`src/rtl/clksel_pkg.sv`:
```
package clksel_pkg;

  typedef enum logic [1:0] {
    ST_RUN      = 2'd0,
    ST_WAIT_OLD = 2'd1,
    ST_WAIT_NEW = 2'd2
  } chg_state_t;

  localparam int NSRC    = 5;
  localparam int SRC_RC1 = 0;
  localparam int SRC_RC2 = 1;
  localparam int SRC_XT  = 2;
  localparam int SRC_LF  = 3;
  localparam int SRC_EXT = 4;

  // terminal count of the core divider for a divide code
  function automatic logic [3:0] core_last(input logic [1:0] code);
    case (code)
      2'b00:   core_last = 4'd15;
      2'b01:   core_last = 4'd1;
      2'b10:   core_last = 4'd3;
      default: core_last = 4'd7;
    endcase
  endfunction

  // source index chosen by the override bit and the source code
  function automatic logic [2:0] src_pick(input logic rc_force, input logic [1:0] code);
    if (rc_force) src_pick = 3'(SRC_RC1);
    else begin
      case (code)
        2'b11:   src_pick = 3'(SRC_EXT);
        2'b01:   src_pick = 3'(SRC_RC2);
        2'b10:   src_pick = 3'(SRC_XT);
        default: src_pick = 3'(SRC_LF);
      endcase
    end
  endfunction

endpackage

```
`src/rtl/clksel_edge_sync.sv`:
```
module clksel_edge_sync #(
  parameter int N      = 5,
  parameter int STAGES = 2
) (
  input  logic         clk,
  input  logic         rst,
  input  logic [N-1:0] async_in,
  output logic [N-1:0] rise
);
  genvar g;
  generate
    for (g = 0; g < N; g++) begin : g_lane
      logic [STAGES:0] chain;
      always_ff @(posedge clk) begin
        if (rst) chain <= '0;
        else     chain <= {chain[STAGES-1:0], async_in[g]};
      end
      assign rise[g] = chain[STAGES-1] & ~chain[STAGES];
    end
  endgenerate
endmodule

```
`src/rtl/clksel_core_div.sv`:
```
module clksel_core_div
  import clksel_pkg::*;
#(
  parameter int PERI_DIV = 16,
  parameter int SETTLE   = 2
) (
  input  logic            clk,
  input  logic            rst,
  input  logic [NSRC-1:0] src_rise,
  input  logic            req,
  input  logic            prog_rc,
  input  logic [1:0]      prog_div,
  input  logic [1:0]      prog_src,
  output logic            core_ce,
  output logic            peri_ce
);
  localparam int PW = $clog2(PERI_DIV);
  localparam int SW = $clog2(SETTLE + 1);

  chg_state_t    state;
  logic          app_rc;
  logic [1:0]    app_div;
  logic [1:0]    app_src;
  logic [3:0]    cnt;
  logic [PW-1:0] pcnt;
  logic [SW-1:0] scnt;

  logic [2:0] sel;
  logic       cin_edge, term, apply_now, peri_edge, lf_mode;

  always_comb begin
    sel       = src_pick(app_rc, app_src);
    cin_edge  = src_rise[sel];
    term      = (state != ST_WAIT_NEW) && cin_edge && (cnt == core_last(app_div));
    apply_now = (state == ST_WAIT_NEW) ? req
                                       : (term && (req || state == ST_WAIT_OLD));
    lf_mode   = (app_src == 2'b00);
    peri_edge = lf_mode ? src_rise[SRC_LF] : cin_edge;
  end

  always_ff @(posedge clk) begin
    if (rst) begin
      state   <= ST_RUN;
      app_rc  <= 1'b1;
      app_div <= 2'b11;
      app_src <= 2'b11;
      cnt     <= '0;
      scnt    <= '0;
      core_ce <= 1'b0;
    end else begin
      core_ce <= term;
      if (apply_now) begin
        app_rc  <= prog_rc;
        app_div <= prog_div;
        app_src <= prog_src;
        scnt    <= '0;
        cnt     <= '0;
        state   <= ST_WAIT_NEW;
      end else begin
        case (state)
          ST_RUN, ST_WAIT_OLD: begin
            if (cin_edge) cnt <= term ? 4'd0 : cnt + 4'd1;
            if (req) state <= ST_WAIT_OLD;
          end
          ST_WAIT_NEW: begin
            if (cin_edge) begin
              if (scnt == SW'(SETTLE - 1)) begin
                state <= ST_RUN;
                cnt   <= '0;
              end else begin
                scnt <= scnt + 1'b1;
              end
            end
          end
          default: state <= ST_RUN;
        endcase
      end
    end
  end

  always_ff @(posedge clk) begin
    if (rst) begin
      pcnt    <= '0;
      peri_ce <= 1'b0;
    end else begin
      peri_ce <= 1'b0;
      if (apply_now) pcnt <= '0;
      else if (peri_edge) begin
        if (lf_mode) peri_ce <= 1'b1;
        else if (pcnt == PW'(PERI_DIV - 1)) begin
          pcnt    <= '0;
          peri_ce <= 1'b1;
        end else begin
          pcnt <= pcnt + 1'b1;
        end
      end
    end
  end
endmodule

```
`src/rtl/clksel_supervisor.sv`:
```
module clksel_supervisor #(
  parameter int TIMEOUT_CYC = 250000
) (
  input  logic clk,
  input  logic rst,
  input  logic en,
  input  logic ext_rise,
  output logic sup_rst
);
  localparam int CW = $clog2(TIMEOUT_CYC + 1);
  logic [CW-1:0] silent;

  always_ff @(posedge clk) begin
    if (rst) begin
      silent  <= '0;
      sup_rst <= 1'b0;
    end else begin
      if (!en || ext_rise)                 silent <= '0;
      else if (silent != CW'(TIMEOUT_CYC)) silent <= silent + 1'b1;
      sup_rst <= en && !ext_rise && (silent == CW'(TIMEOUT_CYC));
    end
  end
endmodule

```
`src/rtl/clksel_sysclk.sv`:
```
module clksel_sysclk
  import clksel_pkg::*;
#(
  parameter int TIMEOUT_CYC = 250000,
  parameter int PERI_DIV    = 16,
  parameter int SYNC_STAGES = 2
) (
  input  logic       clk,
  input  logic       rst,
  input  logic       osc_rc1,
  input  logic       osc_rc2,
  input  logic       osc_xtal,
  input  logic       osc_lf,
  input  logic       osc_ext,
  input  logic       sleep,
  input  logic       cm_we,
  input  logic       sc_we,
  input  logic [3:0] wdata,
  output logic       core_ce,
  output logic       peri_ce,
  output logic [3:0] osc_stop,
  output logic       sup_rst
);
  logic       keep_q, rc_q, req_q;
  logic [1:0] div_q, src_q;
  logic [NSRC-1:0] src_rise;
  logic       halt;

  always_ff @(posedge clk) begin
    if (rst) begin
      keep_q <= 1'b1;
      rc_q   <= 1'b1;
      div_q  <= 2'b11;
      src_q  <= 2'b11;
      req_q  <= 1'b0;
    end else begin
      if (cm_we) {keep_q, rc_q, div_q} <= wdata;
      if (sc_we) src_q <= wdata[1:0];
      req_q <= cm_we | sc_we;
    end
  end

  assign halt = sleep && !keep_q;

  always_ff @(posedge clk) begin
    if (rst) osc_stop <= '0;
    else     osc_stop <= {halt, halt, halt, halt || !rc_q};
  end

  clksel_edge_sync #(.N(NSRC), .STAGES(SYNC_STAGES)) u_sync (
    .clk      (clk),
    .rst      (rst),
    .async_in ({osc_ext, osc_lf, osc_xtal, osc_rc2, osc_rc1}),
    .rise     (src_rise)
  );

  clksel_core_div #(.PERI_DIV(PERI_DIV), .SETTLE(2)) u_div (
    .clk      (clk),
    .rst      (rst),
    .src_rise (src_rise),
    .req      (req_q),
    .prog_rc  (rc_q),
    .prog_div (div_q),
    .prog_src (src_q),
    .core_ce  (core_ce),
    .peri_ce  (peri_ce)
  );

  clksel_supervisor #(.TIMEOUT_CYC(TIMEOUT_CYC)) u_sup (
    .clk      (clk),
    .rst      (rst),
    .en       (src_q == 2'b11 && !rc_q),
    .ext_rise (src_rise[SRC_EXT]),
    .sup_rst  (sup_rst)
  );
endmodule

```
`config.mk`:
```
export PLATFORM = sky130hd
export DESIGN_NAME = clksel_sysclk
export DESIGN_NICKNAME = d
export VERILOG_FILES = /design/src/rtl/clksel_pkg.sv /design/src/rtl/clksel_edge_sync.sv /design/src/rtl/clksel_core_div.sv /design/src/rtl/clksel_supervisor.sv /design/src/rtl/clksel_sysclk.sv
export SDC_FILE = /design/constraint.sdc
export NUM_CORES = 1
export LEC_CHECK = 0
export ABC_AREA = 1
export BUFFER_PORTS_ARGS = -buffer_cell sky130_fd_sc_hd__buf_2
export CORE_AREA = 2 2 74 90
export CTS_CLUSTER_DIAMETER = 80
export DETAILED_ROUTE_END_ITERATION = 8
export DIE_AREA = 0 0 76 92
export GPL_ROUTABILITY_DRIVEN = 0
export PLACE_DENSITY = 0.73
export SLEW_MARGIN = 15
export SYNTH_ARGS = -nofsm -noshare
export SYNTH_HDL_FRONTEND = slang
export SYNTH_SLANG_ARGS = --single-unit
```
`constraint.sdc`:
```
create_clock -name clk -period 2.7 [get_ports clk]
set_clock_uncertainty 0.05 [all_clocks]
set_input_delay 0.405 -clock clk [delete_from_list [all_inputs] [get_ports clk]]
set_output_delay 0.405 -clock clk [all_outputs]
set_load 0.02 [all_outputs]
```
==> results.json <==
{
  "worst-setup-path-type": "reg2reg",
  "tightestPinTransition_ns": 0.4213,
  "ys.flop_type": "dfxtp_1",
  "crit_required_ns": 2.87,
  "fmax_ghz": 0.5367,
  "netlist_area_sq_mm": 0.002768,
  "hold_viol": 0,
  "h-tree-depth": 3,
  "holdCritPathClass": "in2reg",
  "p_per_area_mw_per_mm2": 640.4,
  "avgViaCountPerCell": 4.729,
  "cp-start-kind": "register",
  "gr-total-overflow": 0,
  "cts_root_buf": "clkbuf_8",
  "antenna_left": 0,
  "grt_use_total_pct": 15.39,
  "cts.repair.resized": 0,
  "setup_slack_ns": 0.8369,
  "synth_seq_area_share_pct": 44.85,
  "synthArstFlopShare_pct": 0,
  "clkSlewWorstSetupHoldPaths_ns": 0.06,
  "peakVddDrop_mv": 0.3745,
  "syn_area_per_cell_sq_um": 7.245,
  "die_h_um": 92,
  "vias": 2341,
  "drt-initial-drc-count": 74,
  "grt_max_degree": 24,
  "hold_buffers": 0,
  "fin_crit_ns": 1.863,
  "dieArea_sq_mm": 0.006992,
  "syn_inst": 382,
  "slew_headroom_pct": 71.62,
  "numCtsBuffers": 9,
  "syn2layout_area_growth_pct": 15.01,
  "synth.distinct_cells": 34,
  "die_w_um": 76,
  "num_antenna_cells": 0,
  "final-seq-area_sq_mm": 0.001241,
  "finalSetupTns_ns": 0,
  "ys_warn_count": 0,
  "rows": 32,
  "grt_pass1_vias": 2156,
  "p_leak_uw": 0.001458,
  "layout.cells.non_filler": 495,
  "layout-drive-gt1-share_pct": 13.41,
  "max_cap_viol_count": 0,
  "drt-total-wl_um": 4878,
  "antenna_found_initial": 0,
  "cts.sinks": 62,
  "dp_worst_setup_slack_ns": 0.8473,
  "clkLatencyLatePin_ns": 0.33,
  "grt_pass1_wl_um": 8583,
  "io_pins": 21,
  "rsz0062_at_grt": "no",
  "outcome": "finished, final reports clean",
  "cts_buffer_depth": 2,
  "drt_pass1_iterations": 4,
  "core_area_sq_mm": 0.006206,
  "dp_hpwl_um": 3673,
  "drc_errors": 0,
  "critPathArrivalTime_ns": 2.03,
  "cp_max_fo": 10,
  "cts_tree": "built",
  "synth_nets": 403,
  "crit_path_end_kind": "register",
  "slew_violations": 0,
  "start_util_pct": 44.60,
  "multi_input_area_sq_mm": 0.001221,
  "fillCellCount": 610,
  "synth-seq-cells": 62,
  "wl_per_cell_um": 9.855,
  "post_cts.repair.setup_buffers": 0,
  "nNetsFinal": 427,
  "dp.cells": 480,
  "fin_area_sq_mm": 0.003183,
  "post-route-period-util_pct": 69.00,
  "port_buffers": 20,
  "setup_viol": 0,
  "synth_edf_count": 0,
  "post_dp_cell_area_sq_mm": 0.002928
}
[per-layer routing]
metal	share of wire, %	up-vias	track usage (%)
li1	-	1234	-
met1	43	1070	15.70
met2	52	30	28.05
met3	3.6	7	5.610
met4	1.8	0	6.970
met5	0	-	0
[state kept, by name, indices dropped and copies added, names as in the netlist, 2 cells and up]
register,flops
div_q,2
osc_stop,2
src_q,2
u_div.app_div,2
u_div.app_src,2
u_div.cnt,4
u_div.pcnt,4
u_div.scnt,2
u_div.state,2
u_sup.silent,18
u_sync.g_lane.chain,15
[metrics by stage]
| stage | hold WS, ns | total power, uW | util [%] |
|---|---|---|---|
| 3_5_place_dp | 0.3416 | 1047 | 47.18 |
| 2_1_floorplan | 0.3383 | 1021 | - |
| 4_1_cts | 0.2133 | 2065 | 51.29 |
| 6_report | 0.2263 | 2038 | 51.29 |
| 3_3_place_gp | 0.3414 | 1044 | 47.18 |
| 5_1_grt | 0.2161 | 2124 | 51.29 |
[cell usage after synthesis (all sizes together) (2+ instances only)]
library cell / number / area, sq um
nor2: 57 / 224.0
o21ai: 16 / 80.07
nor4: 2 / 12.51
nand4: 8 / 50.05
nand2: 87 / 351.6
a21oi: 16 / 80.08
nand3: 28 / 145.1
xnor2: 3 / 26.28
clkbuf: 3 / 11.26
dfxtp: 62 / 1241
ha: 7 / 87.58
xor2: 5 / 43.79
nor3: 6 / 46.30
buf: 5 / 42.53
a31oi: 2 / 12.51
nand3b: 2 / 15.01
inv: 67 / 251.5
[area by class of cell]
| type | count | share of cell area [%] |
|---|---|---|
| multi-input combinational | 245 | 38.36 |
| tap | 85 | 3.341 |
| sequential | 62 | 38.99 |
| clock inverter | 3 | 2.830 |
| clock buffer | 12 | 5.189 |
| inverter | 67 | 7.901 |
| timing repair buffer | 21 | 3.380 |
[power by group]
part	switching (uW)	leakage, uW	internal (uW)
logic	50.0	0.000825	28.1
registers	10.9	0.000505	936
clock network	329	0.000129	684
[kinds of logic after synthesis]
family                     after synthesis  share of synthesized area, %
adders and majority gates                7                         3.164
buffers and inverters                   75                         11.03
DFF                                     62                         44.85
AOI/OAI and AO/OA                       38                         7.369
xor gates and xnor gates                 8                         2.532
and+or+nand+nor                        192                         31.06
[critical path, cell delays in order (launching register included)]
cell     delay, ns
dfxtp_1       0.35
inv_1         0.05
ha_1          0.30
xor2_1        0.13
nand2_1       0.06
nor2_1        0.18
nand3_1       0.12
nand2_1       0.11
nand2_2       0.11
nand2_2       0.20
nor2_1        0.07
[worst paths after layout]
path / startpoint / endpoint / slack [ns] / depth (start not counted)
setup / recovery: u_div.app_div[0]$_SDFFE_PP1P_ / u_div.pcnt[3]$_SDFFE_PP0P_ / 0.84 / 10
hold / removal: osc_xtal / u_sync.g_lane[2].chain[0]$_SDFF_PP0_ / 0.23 / 3
setup reg to reg: u_div.app_div[0]$_SDFFE_PP1P_ / u_div.pcnt[3]$_SDFFE_PP0P_ / 0.84 / 10
hold reg to reg: u_sync.g_lane[3].chain[0]$_SDFF_PP0_ / u_sync.g_lane[3].chain[1]$_SDFF_PP0_ / 0.35 / 2
[layout by cell type (no fill, tap or decap), types with 8 or more instances in the layout]
cell type,count
a21oi_1,16
buf_2,20
clkbuf_8,12
dfxtp_1,62
inv_1,62
nand2_1,79
nand3_1,27
nand4_1,8
nor2_1,55
o21ai_0,13
Note: power is estimated with default switching activity, not from simulation.
